--- config.mk ---
export PLATFORM = sky130hd
export DESIGN_NAME = ptlb_top
export DESIGN_NICKNAME = d
export VERILOG_FILES = /design/src/rtl/ptlb_pkg.sv /design/src/rtl/ptlb_slots.sv /design/src/rtl/ptlb_match.sv /design/src/rtl/ptlb_xlate.sv /design/src/rtl/ptlb_top.sv
export SDC_FILE = /design/constraint.sdc
export NUM_CORES = 2
export LEC_CHECK = 0
export ABC_CLOCK_PERIOD_IN_PS = 13050
export BUFFER_PORTS_ARGS = -buffer_cell sky130_fd_sc_hd__buf_4
export CAP_MARGIN = 20
export CORE_UTILIZATION = 50
export DETAILED_ROUTE_END_ITERATION = 7
export HOLD_SLACK_MARGIN = 0.02
export PLACE_DENSITY = 0.67
export SYNTH_ARGS = -nofsm -noshare
export SYNTH_HDL_FRONTEND = slang
export SYNTH_SLANG_ARGS = --single-unit
--- constraint.sdc ---
create_clock -name clk -period 13.05 [get_ports clk]
set_input_delay 1.9575 -clock clk [delete_from_list [all_inputs] [get_ports clk]]
set_output_delay 1.9575 -clock clk [all_outputs]
set_load 0.01 [all_outputs]
--- src/rtl/ptlb_pkg.sv ---
package ptlb_pkg;
  typedef enum logic [2:0] {
    FLT_NONE     = 3'd0,
    FLT_REFILL_I = 3'd1,
    FLT_REFILL_D = 3'd2,
    FLT_INVAL_I  = 3'd3,
    FLT_INVAL_D  = 3'd4,
    FLT_MOD      = 3'd5
  } ptlb_fault_e;

  localparam int PG_LSB      = 11;
  localparam int SHIFT_BIG   = 12;
  localparam int SHIFT_SMALL = 10;
endpackage

--- src/rtl/ptlb_slots.sv ---
module ptlb_slots #(
  parameter int ENTRIES = 8,
  parameter int VA_W    = 32,
  parameter int VPN_W   = 21,
  parameter int ASID_W  = 8,
  parameter int MASK_W  = 8,
  parameter int PFN_W   = 20,
  parameter int CA_W    = 3,
  parameter int SH_W    = 5,
  parameter int IDX_W   = 3,
  localparam int IW     = IDX_W + 1,
  localparam int RB_W   = PFN_W + CA_W + 3,
  localparam int PAD_W  = VA_W - VPN_W - ASID_W
) (
  input  logic              clk,
  input  logic              rst,
  input  logic              flush,
  input  logic              small_pg,
  input  logic              wr_en,
  input  logic [IW-1:0]     wr_idx,
  input  logic [VPN_W-1:0]  wr_vpn,
  input  logic [ASID_W-1:0] wr_asid,
  input  logic [MASK_W-1:0] wr_mask,
  input  logic              wr_glob,
  input  logic [PFN_W-1:0]  wr_pfn_e,
  input  logic [CA_W-1:0]   wr_ca_e,
  input  logic              wr_dirty_e,
  input  logic              wr_valid_e,
  input  logic [PFN_W-1:0]  wr_pfn_o,
  input  logic [CA_W-1:0]   wr_ca_o,
  input  logic              wr_dirty_o,
  input  logic              wr_valid_o,
  input  logic [IW-1:0]     rd_idx,
  output logic [VA_W-1:0]   rd_tag,
  output logic [RB_W-1:0]   rd_even,
  output logic [RB_W-1:0]   rd_odd,
  output logic [MASK_W-1:0] rd_mask,
  output logic [VPN_W-1:0]  e_vpn   [ENTRIES],
  output logic [ASID_W-1:0] e_asid  [ENTRIES],
  output logic [MASK_W-1:0] e_mask  [ENTRIES],
  output logic              e_glob  [ENTRIES],
  output logic [SH_W-1:0]   e_shift [ENTRIES],
  output logic [PFN_W-1:0]  e_pfn_e [ENTRIES],
  output logic [PFN_W-1:0]  e_pfn_o [ENTRIES],
  output logic              e_d_e   [ENTRIES],
  output logic              e_d_o   [ENTRIES],
  output logic              e_v_e   [ENTRIES],
  output logic              e_v_o   [ENTRIES]
);
  import ptlb_pkg::*;

  logic [CA_W-1:0] e_ca_e [ENTRIES];
  logic [CA_W-1:0] e_ca_o [ENTRIES];

  function automatic logic [SH_W-1:0] page_shift(input logic [MASK_W-1:0] m,
                                                 input logic sm);
    logic [SH_W-1:0] s;
    s = sm ? SH_W'(SHIFT_SMALL) : SH_W'(SHIFT_BIG);
    for (int b = 0; b < MASK_W; b++) s = s + SH_W'(m[b]);
    return s;
  endfunction

  wire wr_ok = wr_en && (wr_idx < IW'(ENTRIES));
  wire [IDX_W-1:0] wr_sel = wr_idx[IDX_W-1:0];

  always_ff @(posedge clk) begin
    if (rst || flush) begin
      for (int i = 0; i < ENTRIES; i++) begin
        e_vpn[i]   <= '0;
        e_asid[i]  <= '0;
        e_mask[i]  <= '0;
        e_glob[i]  <= 1'b0;
        e_shift[i] <= '0;
        e_pfn_e[i] <= '0;
        e_pfn_o[i] <= '0;
        e_ca_e[i]  <= '0;
        e_ca_o[i]  <= '0;
        e_d_e[i]   <= 1'b0;
        e_d_o[i]   <= 1'b0;
        e_v_e[i]   <= 1'b0;
        e_v_o[i]   <= 1'b0;
      end
    end else if (wr_ok) begin
      e_vpn[wr_sel]   <= wr_vpn;
      e_asid[wr_sel]  <= wr_asid;
      e_mask[wr_sel]  <= wr_mask;
      e_glob[wr_sel]  <= wr_glob;
      e_shift[wr_sel] <= page_shift(wr_mask, small_pg);
      e_pfn_e[wr_sel] <= wr_pfn_e;
      e_pfn_o[wr_sel] <= wr_pfn_o;
      e_ca_e[wr_sel]  <= wr_ca_e;
      e_ca_o[wr_sel]  <= wr_ca_o;
      e_d_e[wr_sel]   <= wr_dirty_e;
      e_d_o[wr_sel]   <= wr_dirty_o;
      e_v_e[wr_sel]   <= wr_valid_e;
      e_v_o[wr_sel]   <= wr_valid_o;
    end
  end

  wire             rd_ok  = rd_idx < IW'(ENTRIES);
  wire [IDX_W-1:0] rd_sel = rd_idx[IDX_W-1:0];

  always_ff @(posedge clk) begin
    if (rst || !rd_ok) begin
      rd_tag  <= '0;
      rd_even <= '0;
      rd_odd  <= '0;
      rd_mask <= '0;
    end else begin
      rd_tag  <= {e_vpn[rd_sel], {PAD_W{1'b0}}, e_asid[rd_sel]};
      rd_even <= {e_pfn_e[rd_sel], e_ca_e[rd_sel], e_d_e[rd_sel],
                  e_v_e[rd_sel], e_glob[rd_sel]};
      rd_odd  <= {e_pfn_o[rd_sel], e_ca_o[rd_sel], e_d_o[rd_sel],
                  e_v_o[rd_sel], e_glob[rd_sel]};
      rd_mask <= e_mask[rd_sel];
    end
  end

  logic [ENTRIES-1:0] live;
  for (genvar g = 0; g < ENTRIES; g++) begin : g_live
    assign live[g] = e_v_e[g] | e_v_o[g];
  end


  oob_write_chk: assert property (@(posedge clk) disable iff (rst)
    (wr_en && !wr_ok && !flush) |=> (live == $past(live)));

  flush_clear_chk: assert property (@(posedge clk) disable iff (rst)
    flush |=> (live == '0));
endmodule

--- src/rtl/ptlb_match.sv ---
module ptlb_match #(
  parameter int ENTRIES = 8,
  parameter int VPN_W   = 21,
  parameter int ASID_W  = 8,
  parameter int MASK_W  = 8,
  parameter int IDX_W   = 3
) (
  input  logic              clk,
  input  logic              rst,
  input  logic              small_pg,
  input  logic [VPN_W-1:0]  q_vpn,
  input  logic [ASID_W-1:0] q_asid,
  input  logic [VPN_W-1:0]  e_vpn  [ENTRIES],
  input  logic [ASID_W-1:0] e_asid [ENTRIES],
  input  logic [MASK_W-1:0] e_mask [ENTRIES],
  input  logic              e_glob [ENTRIES],
  input  logic              e_v_e  [ENTRIES],
  input  logic              e_v_o  [ENTRIES],
  output logic              hit,
  output logic [IDX_W-1:0]  idx
);
  logic [ENTRIES-1:0] hv;

  for (genvar g = 0; g < ENTRIES; g++) begin : g_cmp
    logic [VPN_W-1:0] ign;
    always_comb begin
      ign = '0;
      if (small_pg) begin
        ign[MASK_W-1:0] = e_mask[g];
      end else begin
        ign[MASK_W+1:2] = e_mask[g];
        ign[1:0]        = 2'b11;
      end
    end
    assign hv[g] = (e_v_e[g] | e_v_o[g]) &&
                   (e_glob[g] || (q_asid == e_asid[g])) &&
                   (((q_vpn ^ e_vpn[g]) & ~ign) == '0);
  end

  always_comb begin
    hit = |hv;
    idx = '0;
    for (int i = ENTRIES - 1; i >= 0; i--)
      if (hv[i]) idx = IDX_W'(i);
  end


  lowest_wins_chk: assert property (@(posedge clk) disable iff (rst)
    hit |-> (hv[idx] && ((hv & ((ENTRIES'(1) << idx) - ENTRIES'(1))) == '0)));
endmodule

--- src/rtl/ptlb_xlate.sv ---
module ptlb_xlate #(
  parameter int VA_W  = 32,
  parameter int PFN_W = 20,
  parameter int SH_W  = 5,
  localparam int PA_W = PFN_W + 12
) (
  input  logic              hit,
  input  logic [VA_W-1:0]   va,
  input  logic              ifetch,
  input  logic              write,
  input  logic [SH_W-1:0]   shift,
  input  logic [PFN_W-1:0]  pfn_e,
  input  logic [PFN_W-1:0]  pfn_o,
  input  logic              d_e,
  input  logic              d_o,
  input  logic              v_e,
  input  logic              v_o,
  output ptlb_pkg::ptlb_fault_e fault,
  output logic [PA_W-1:0]   pa
);
  import ptlb_pkg::*;

  logic            odd;
  logic [PA_W-1:0] om, base;

  always_comb begin
    odd  = va[shift];
    om   = (PA_W'(1) << shift) - PA_W'(1);
    base = {(odd ? pfn_o : pfn_e), 12'h000};
    pa   = '0;
    if (!hit)
      fault = ifetch ? FLT_REFILL_I : FLT_REFILL_D;
    else if (!(odd ? v_o : v_e))
      fault = ifetch ? FLT_INVAL_I : FLT_INVAL_D;
    else if (!ifetch && write && !(odd ? d_o : d_e))
      fault = FLT_MOD;
    else begin
      fault = FLT_NONE;
      pa    = (base & ~om) | (PA_W'(va) & om);
    end
  end
endmodule

--- src/rtl/ptlb_top.sv ---
module ptlb_top #(
  parameter int ENTRIES = 8,
  parameter int VA_W    = 32,
  parameter int ASID_W  = 8,
  parameter int MASK_W  = 8,
  parameter int PFN_W   = 20,
  parameter int CA_W    = 3,
  localparam int VPN_W  = VA_W - ptlb_pkg::PG_LSB,
  localparam int PA_W   = PFN_W + 12,
  localparam int IDX_W  = (ENTRIES > 1) ? $clog2(ENTRIES) : 1,
  localparam int IW     = IDX_W + 1,
  localparam int SH_W   = $clog2(VA_W),
  localparam int RB_W   = PFN_W + CA_W + 3
) (
  input  logic              clk,
  input  logic              rst,
  input  logic              small_pg,
  input  logic              lk_req,
  input  logic [VA_W-1:0]   lk_va,
  input  logic [ASID_W-1:0] lk_asid,
  input  logic              lk_ifetch,
  input  logic              lk_write,
  output logic              lk_vld,
  output logic [2:0]        lk_fault,
  output logic [PA_W-1:0]   lk_pa,
  output logic [VA_W-1:0]   lk_badva,
  output logic [ASID_W-1:0] lk_f_asid,
  output logic [VPN_W-3:0]  lk_vpn2,
  output logic [1:0]        lk_vpn2x,
  output logic [VPN_W-3:0]  lk_ctx_vpn2,
  input  logic              pr_req,
  input  logic [VA_W-1:0]   pr_va,
  input  logic [ASID_W-1:0] pr_asid,
  output logic              pr_vld,
  output logic              pr_found,
  output logic [IDX_W-1:0]  pr_idx,
  input  logic              wr_en,
  input  logic [IW-1:0]     wr_idx,
  input  logic [VPN_W-1:0]  wr_vpn,
  input  logic [ASID_W-1:0] wr_asid,
  input  logic [MASK_W-1:0] wr_mask,
  input  logic              wr_glob,
  input  logic [PFN_W-1:0]  wr_pfn_e,
  input  logic [CA_W-1:0]   wr_ca_e,
  input  logic              wr_dirty_e,
  input  logic              wr_valid_e,
  input  logic [PFN_W-1:0]  wr_pfn_o,
  input  logic [CA_W-1:0]   wr_ca_o,
  input  logic              wr_dirty_o,
  input  logic              wr_valid_o,
  input  logic              flush,
  input  logic [IW-1:0]     rd_idx,
  output logic [VA_W-1:0]   rd_tag,
  output logic [RB_W-1:0]   rd_even,
  output logic [RB_W-1:0]   rd_odd,
  output logic [MASK_W-1:0] rd_mask
);
  import ptlb_pkg::*;

  logic [VPN_W-1:0]  e_vpn   [ENTRIES];
  logic [ASID_W-1:0] e_asid  [ENTRIES];
  logic [MASK_W-1:0] e_mask  [ENTRIES];
  logic              e_glob  [ENTRIES];
  logic [SH_W-1:0]   e_shift [ENTRIES];
  logic [PFN_W-1:0]  e_pfn_e [ENTRIES];
  logic [PFN_W-1:0]  e_pfn_o [ENTRIES];
  logic              e_d_e   [ENTRIES];
  logic              e_d_o   [ENTRIES];
  logic              e_v_e   [ENTRIES];
  logic              e_v_o   [ENTRIES];

  ptlb_slots #(
    .ENTRIES(ENTRIES), .VA_W(VA_W), .VPN_W(VPN_W), .ASID_W(ASID_W),
    .MASK_W(MASK_W), .PFN_W(PFN_W), .CA_W(CA_W), .SH_W(SH_W), .IDX_W(IDX_W)
  ) u_slots (
    .clk(clk), .rst(rst), .flush(flush), .small_pg(small_pg),
    .wr_en(wr_en), .wr_idx(wr_idx), .wr_vpn(wr_vpn), .wr_asid(wr_asid),
    .wr_mask(wr_mask), .wr_glob(wr_glob),
    .wr_pfn_e(wr_pfn_e), .wr_ca_e(wr_ca_e), .wr_dirty_e(wr_dirty_e),
    .wr_valid_e(wr_valid_e), .wr_pfn_o(wr_pfn_o), .wr_ca_o(wr_ca_o),
    .wr_dirty_o(wr_dirty_o), .wr_valid_o(wr_valid_o),
    .rd_idx(rd_idx), .rd_tag(rd_tag), .rd_even(rd_even), .rd_odd(rd_odd),
    .rd_mask(rd_mask),
    .e_vpn(e_vpn), .e_asid(e_asid), .e_mask(e_mask), .e_glob(e_glob),
    .e_shift(e_shift), .e_pfn_e(e_pfn_e), .e_pfn_o(e_pfn_o),
    .e_d_e(e_d_e), .e_d_o(e_d_o), .e_v_e(e_v_e), .e_v_o(e_v_o)
  );

  // page number from bit 11; low pair cleared outside small-page mode
  function automatic logic [VPN_W-1:0] page_num(input logic [VA_W-1:0] a,
                                               input logic sm);
    logic [VPN_W-1:0] v;
    v = a[VA_W-1:PG_LSB];
    if (!sm) v[1:0] = 2'b00;
    return v;
  endfunction

  logic [VPN_W-1:0] lk_vpn, pr_vpn;
  assign lk_vpn = page_num(lk_va, small_pg);
  assign pr_vpn = page_num(pr_va, small_pg);

  logic             lk_hit, pr_hit;
  logic [IDX_W-1:0] lk_idx, pr_sel;

  ptlb_match #(
    .ENTRIES(ENTRIES), .VPN_W(VPN_W), .ASID_W(ASID_W), .MASK_W(MASK_W),
    .IDX_W(IDX_W)
  ) u_lk_match (
    .clk(clk), .rst(rst), .small_pg(small_pg), .q_vpn(lk_vpn),
    .q_asid(lk_asid), .e_vpn(e_vpn), .e_asid(e_asid), .e_mask(e_mask),
    .e_glob(e_glob), .e_v_e(e_v_e), .e_v_o(e_v_o),
    .hit(lk_hit), .idx(lk_idx)
  );

  ptlb_match #(
    .ENTRIES(ENTRIES), .VPN_W(VPN_W), .ASID_W(ASID_W), .MASK_W(MASK_W),
    .IDX_W(IDX_W)
  ) u_pr_match (
    .clk(clk), .rst(rst), .small_pg(small_pg), .q_vpn(pr_vpn),
    .q_asid(pr_asid), .e_vpn(e_vpn), .e_asid(e_asid), .e_mask(e_mask),
    .e_glob(e_glob), .e_v_e(e_v_e), .e_v_o(e_v_o),
    .hit(pr_hit), .idx(pr_sel)
  );

  ptlb_fault_e     x_fault;
  logic [PA_W-1:0] x_pa;

  ptlb_xlate #(.VA_W(VA_W), .PFN_W(PFN_W), .SH_W(SH_W)) u_xlate (
    .hit(lk_hit), .va(lk_va), .ifetch(lk_ifetch), .write(lk_write),
    .shift(e_shift[lk_idx]), .pfn_e(e_pfn_e[lk_idx]),
    .pfn_o(e_pfn_o[lk_idx]), .d_e(e_d_e[lk_idx]), .d_o(e_d_o[lk_idx]),
    .v_e(e_v_e[lk_idx]), .v_o(e_v_o[lk_idx]),
    .fault(x_fault), .pa(x_pa)
  );

  wire x_flt = (x_fault != FLT_NONE);

  always_ff @(posedge clk) begin
    if (rst) begin
      lk_vld      <= 1'b0;
      lk_fault    <= '0;
      lk_pa       <= '0;
      lk_badva    <= '0;
      lk_f_asid   <= '0;
      lk_vpn2     <= '0;
      lk_vpn2x    <= '0;
      lk_ctx_vpn2 <= '0;
      pr_vld      <= 1'b0;
      pr_found    <= 1'b0;
      pr_idx      <= '0;
    end else begin
      lk_vld <= lk_req;
      if (lk_req) begin
        lk_fault    <= x_fault;
        lk_pa       <= x_pa;
        lk_badva    <= x_flt ? lk_va : '0;
        lk_f_asid   <= x_flt ? lk_asid : '0;
        lk_vpn2     <= x_flt ? lk_vpn[VPN_W-1:2] : '0;
        lk_vpn2x    <= x_flt ? lk_vpn[1:0] : '0;
        lk_ctx_vpn2 <= x_flt ? lk_vpn[VPN_W-1:2] : '0;
      end
      pr_vld <= pr_req;
      if (pr_req) begin
        pr_found <= pr_hit;
        pr_idx   <= pr_hit ? pr_sel : '0;
      end
    end
  end


  strobe_src_chk: assert property (@(posedge clk) disable iff (rst)
    lk_vld |-> $past(lk_req));

  refill_side_chk: assert property (@(posedge clk) disable iff (rst)
    (lk_vld && lk_fault == 3'd1) |-> $past(lk_ifetch));

  mod_write_chk: assert property (@(posedge clk) disable iff (rst)
    (lk_vld && lk_fault == 3'd5) |-> $past(lk_write && !lk_ifetch));

  pa_on_fault_chk: assert property (@(posedge clk) disable iff (rst)
    (lk_vld && lk_fault != 3'd0) |-> (lk_pa == '0));
endmodule

==> impl_metrics.xml <==
<?xml version="1.0" encoding="UTF-8"?>
<metrics>
  <group name="cts">
    <metric name="max-clock-path-buffers" unit="">3</metric>
    <metric name="cts_tree" unit="">built</metric>
    <metric name="cts.reportedPaths.clkPinSlew" unit="ns">0.06</metric>
    <metric name="cts_root_buf" unit="">clkbuf_16</metric>
    <metric name="htreeDepth" unit="">3</metric>
    <metric name="post_cts_buffers" unit="">0</metric>
    <metric name="clkLatencyLatePin" unit="ns">0.71</metric>
    <metric name="cts_hold_buffers" unit="">0</metric>
    <metric name="numCtsBuffers" unit="">100</metric>
    <metric name="cts_num_sinks" unit="">915</metric>
    <metric name="post_cts_resized" unit="">0</metric>
  </group>
  <group name="yosys">
    <metric name="synth_top_cell_by_area" unit="">dfxtp_1</metric>
    <metric name="synthCells" unit="">4412</metric>
    <metric name="predominant_post_synthesis_flop_cell" unit="">dfxtp_1</metric>
    <metric name="synth_seq_cells" unit="">915</metric>
    <metric name="ys_async_sr_fraction" unit="%">0</metric>
    <metric name="synth_common_cells" unit="">dfxtp_1, a22o_1, xor2_1, mux2i_1, clkbuf_1</metric>
    <metric name="ys_seq_area_share" unit="%">40.82</metric>
    <metric name="synth.most_common_cell" unit="">dfxtp_1</metric>
    <metric name="fraction_of_post_synthesis_cell_area_in_the_top_cell_type_by_area" unit="%">37.69</metric>
    <metric name="netlist-cell-type-count" unit="">92</metric>
    <metric name="mean_syn_cell_area" unit="µm²">10.44</metric>
    <metric name="yosys_warnings" unit="">0</metric>
    <metric name="number_of_flops_mapped_to_enable_cells_by_yosys" unit="">48</metric>
    <metric name="syn-cell-area" unit="µm²">46050</metric>
    <metric name="dominant_cells_by_area_after_synthesis" unit="">dfxtp_1, a22o_1, mux4_2</metric>
  </group>
  <group name="global_route">
    <metric name="grt_pass1_wl" unit="µm">251100</metric>
    <metric name="grt_max_degree" unit="">106</metric>
    <metric name="gr-total-overflow" unit="">0</metric>
    <metric name="track_usage" unit="%">35.99</metric>
    <metric name="first_global_vias" unit="">36580</metric>
    <metric name="grt_antenna_before_repair" unit="">13</metric>
  </group>
  <group name="setup_path">
    <metric name="worst-endpoint-required" unit="ns">13.64</metric>
    <metric name="worst_path_largest_cell_delay" unit="ns">0.76</metric>
    <metric name="path_cells" unit="">buf_4 -&gt; buf_4 -&gt; mux2i_1 -&gt; o2bb2ai_1 -&gt; or4_1 -&gt; or3_1 -&gt; o21ai_0 -&gt; a32o_4 -&gt; a221oi_1 -&gt; a31o_1 -&gt; a41o_1 -&gt; and3_1 -&gt; inv_1 -&gt; or3_1 -&gt; ha_1 -&gt; clkinv_1 -&gt; nor2_1 -&gt; o2bb2ai_1 -&gt; nor2_1 -&gt; nand3_1 -&gt; mux2i_1 -&gt; a211o_1 -&gt; a22o_1</metric>
    <metric name="timing.critical_path.max_delay_family" unit="">compound AO/OA/AOI/OAI gates</metric>
    <metric name="timing_worst_setup_path_type" unit="">primary input to register</metric>
    <metric name="crit-reg2reg-launch" unit="">u_slots.e_mask[7]</metric>
    <metric name="cp_num_buf_inv" unit="">4</metric>
    <metric name="endpoint_kind" unit="">register</metric>
    <metric name="critPathArrivalTime" unit="ns">10.19</metric>
    <metric name="worstSetupStartpoint" unit="">small_pg</metric>
    <metric name="cpMaxStageDelayCell" unit="">a32o_4</metric>
    <metric name="cp_startpoint_kind" unit="">primary input</metric>
    <metric name="timing.critical_path.fanout_max" unit="">60</metric>
  </group>
  <group name="sta">
    <metric name="final_period_minus_worst_setup_slack" unit="ns">9.605</metric>
    <metric name="max_freq" unit="MHz">104.1</metric>
    <metric name="finalHoldViolations" unit="">0</metric>
    <metric name="setup_tns" unit="ns">0</metric>
    <metric name="final.setup.worst_slack" unit="ns">3.445</metric>
    <metric name="rsz0062_at_grt" unit="">no</metric>
    <metric name="final.period_utilization" unit="%">73.60</metric>
    <metric name="timing.slew.headroom" unit="%">9.141</metric>
    <metric name="skew" unit="ns">0.02630</metric>
    <metric name="report.final.setup_viol" unit="">0</metric>
    <metric name="worst_margin_slew" unit="ns">1.329</metric>
    <metric name="timing_max_transition_violations_final" unit="">0</metric>
  </group>
  <group name="hold_path">
    <metric name="hold_path.startpoint" unit="">u_slots.e_shift[16]</metric>
    <metric name="hp-class" unit="">register to register</metric>
  </group>
  <group name="routing">
    <metric name="drc_errors" unit="">0</metric>
    <metric name="wl_per_cell" unit="µm">30.19</metric>
    <metric name="detailroute.via_count" unit="">38050</metric>
    <metric name="ant_nets" unit="">0</metric>
    <metric name="route.detailed.vias_per_inst" unit="">6.631</metric>
    <metric name="drtIter0Drc" unit="">3925</metric>
    <metric name="drt_pass1_iterations" unit="">6</metric>
    <metric name="route.final.wire_length" unit="µm">173200</metric>
  </group>
  <group name="floorplan">
    <metric name="design.core.area" unit="µm²">90560</metric>
    <metric name="core.rowCount" unit="">110</metric>
    <metric name="io-pin-count" unit="">398</metric>
    <metric name="die_area" unit="µm²">93310</metric>
    <metric name="starting_density" unit="%">50.84</metric>
    <metric name="die-height" unit="µm">305.5</metric>
    <metric name="chipWidth" unit="µm">305.5</metric>
  </group>
  <group name="flow_run">
    <metric name="max-cap-violations" unit="">0</metric>
  </group>
  <group name="finish">
    <metric name="final_net_count" unit="">4666</metric>
    <metric name="final-instance-count-excl-fill" unit="">5738</metric>
    <metric name="layout.cell_area.non_filler" unit="µm²">52440</metric>
    <metric name="post_route_cells_drive_above_1_share" unit="%">20.04</metric>
    <metric name="final.fill_count" unit="">7817</metric>
    <metric name="area_delta_synth_final" unit="%">13.88</metric>
  </group>
  <group name="placed_design">
    <metric name="placement.setup.worst_slack" unit="ns">3.047</metric>
    <metric name="dp_area" unit="µm²">48930</metric>
    <metric name="gpl.final_weighted_congestion" unit="">1.002</metric>
    <metric name="dp_cells" unit="">5540</metric>
    <metric name="numPortBuffers" unit="">383</metric>
    <metric name="hpwlAfterDp" unit="µm">113200</metric>
  </group>
  <group name="run_status">
    <metric name="status" unit="">completed</metric>
  </group>
  <group name="power">
    <metric name="vdd.ir_drop.worst" unit="mV">0.1180</metric>
    <metric name="p_leak" unit="nW">21.18</metric>
    <metric name="design_power_total" unit="mW">6.383</metric>
    <metric name="power.density_cell_area" unit="nW/µm²">121.7</metric>
  </group>
</metrics>
==> state kept, by name, indices dropped and copies added, names as in the netlist, 26 cells and up <==
| name | count |
|---|---|
| lk_badva | 32 |
| lk_pa | 32 |
| u_slots.e_mask | 64 |
| u_slots.e_shift | 40 |
| u_slots.rd_tag | 29 |
| u_slots.rd_even | 26 |
| u_slots.e_pfn_e | 160 |
| u_slots.e_asid | 64 |
| u_slots.e_vpn | 168 |
| u_slots.e_pfn_o | 160 |
==> cell type report <==
| cell class | instances | area [µm²] | area share [%] |
|---|---|---|---|
| multi-input combinational | 2958 | 25130 | 47.93 |
| sequential | 915 | 18800 | 35.85 |
| timing repair buffer | 444 | 3403 | 6.490 |
| clock buffer | 149 | 2969 | 5.662 |
| tap | 1176 | 1471 | 2.806 |
| clock inverter | 38 | 452.9 | 0.8638 |
| inverter | 51 | 191.4 | 0.3651 |
| antenna | 7 | 17.52 | 0.03340 |
==> layout by cell type, fill, tap and decap left out, types with 12 or more instances in the layout <==
cell and count:
dfxtp_1 867, a22o_1 691, buf_4 437, xor2_1 377, mux2i_1 275, nand2_1 214, nor2_1 207, mux4_2 176
o21ai_0 109, nor4_1 105, clkbuf_16 102, xnor2_1 90, a21oi_1 87, mux2_2 87, edfxtp_1 48, inv_1 47
nand4_1 45, and3_1 41, a22oi_1 36, a211oi_1 30, nand3_1 28, nor2b_1 26, o22ai_1 26, nand2b_1 26
clkbuf_8 25, nor3_1 24, and2_1 23, clkbuf_1 23, a31oi_1 17, clkinv_2 17, o2bb2ai_1 14, or4_1 12
o31ai_1 12
==> routing by layer <==
| layer | GRT usage (%) | share of wire (%) |
|---|---|---|
| met5 | 0 | 0.042 |
| met4 | 20.28 | 6.1 |
| met3 | 6.378 | 8.6 |
| met2 | 57.23 | 46 |
| met1 | 46.20 | 39 |
==> final timing paths <==
path / to / cells after the start / slack [ns]
worst max-delay path: lk_pa[20] / 23 / 3.44
worst max register to register: lk_pa[20] / 21 / 5.44
worst min-delay path: u_slots.e_shift[16] / 2 / 0.45
worst min register to register: u_slots.e_shift[16] / 2 / 0.45
==> worst reg2reg max path, stage by stage, from the launching register on <==
cell,delay (ns)
dfxtp_1,0.42
nor2b_1,0.26
o2bb2ai_1,0.21
or4_1,0.60
or4_1,0.58
o21ai_1,0.32
a32o_4,0.87
a221oi_1,0.26
a31o_1,0.26
a41o_1,0.44
and3_1,0.37
inv_1,0.12
or3_1,0.12
ha_1,0.68
clkinv_1,0.54
nor2_1,0.41
o2bb2ai_1,0.27
nor2_1,0.10
nand3_1,0.10
mux2i_1,0.08
a211o_1,0.28
a22o_1,0.20
==> through the flow <==
step                      hold slack [ns]  utilization [%]
final                              0.4484            57.90
after detailed placement           0.4353            54.03
after global placement             0.4355            54.02
after floorplan                    0.4163                -
after global routing               0.4706            57.89
after CTS                          0.4489            57.81
==> power breakdown <==
part / switching [mW] / total [mW] / internal (mW)
sequential: 0.0217 / 2.87 / 2.84
clock: 1.23 / 2.95 / 1.72
combinational: 0.378 / 0.565 / 0.187
total: 1.63 / 6.38 / 4.75
==> cells by family (layout without fill, tap and decap cells) <==
group / Yosys count / count (layout) / synth area share (%)
and+or+nand+nor: 799 / 799 / 8.584
DFF: 915 / 915 / 40.82
other: 1 / 10 / 0.008144
buffers and inverters: 541 / 682 / 5.041
muxes: 542 / 542 / 16.83
AOI/OAI and AO/OA: 1136 / 1136 / 19.47
xor gates and xnor gates: 467 / 467 / 8.883
adders and majority gates: 11 / 11 / 0.3641
Power figures use the tool's default switching activity.
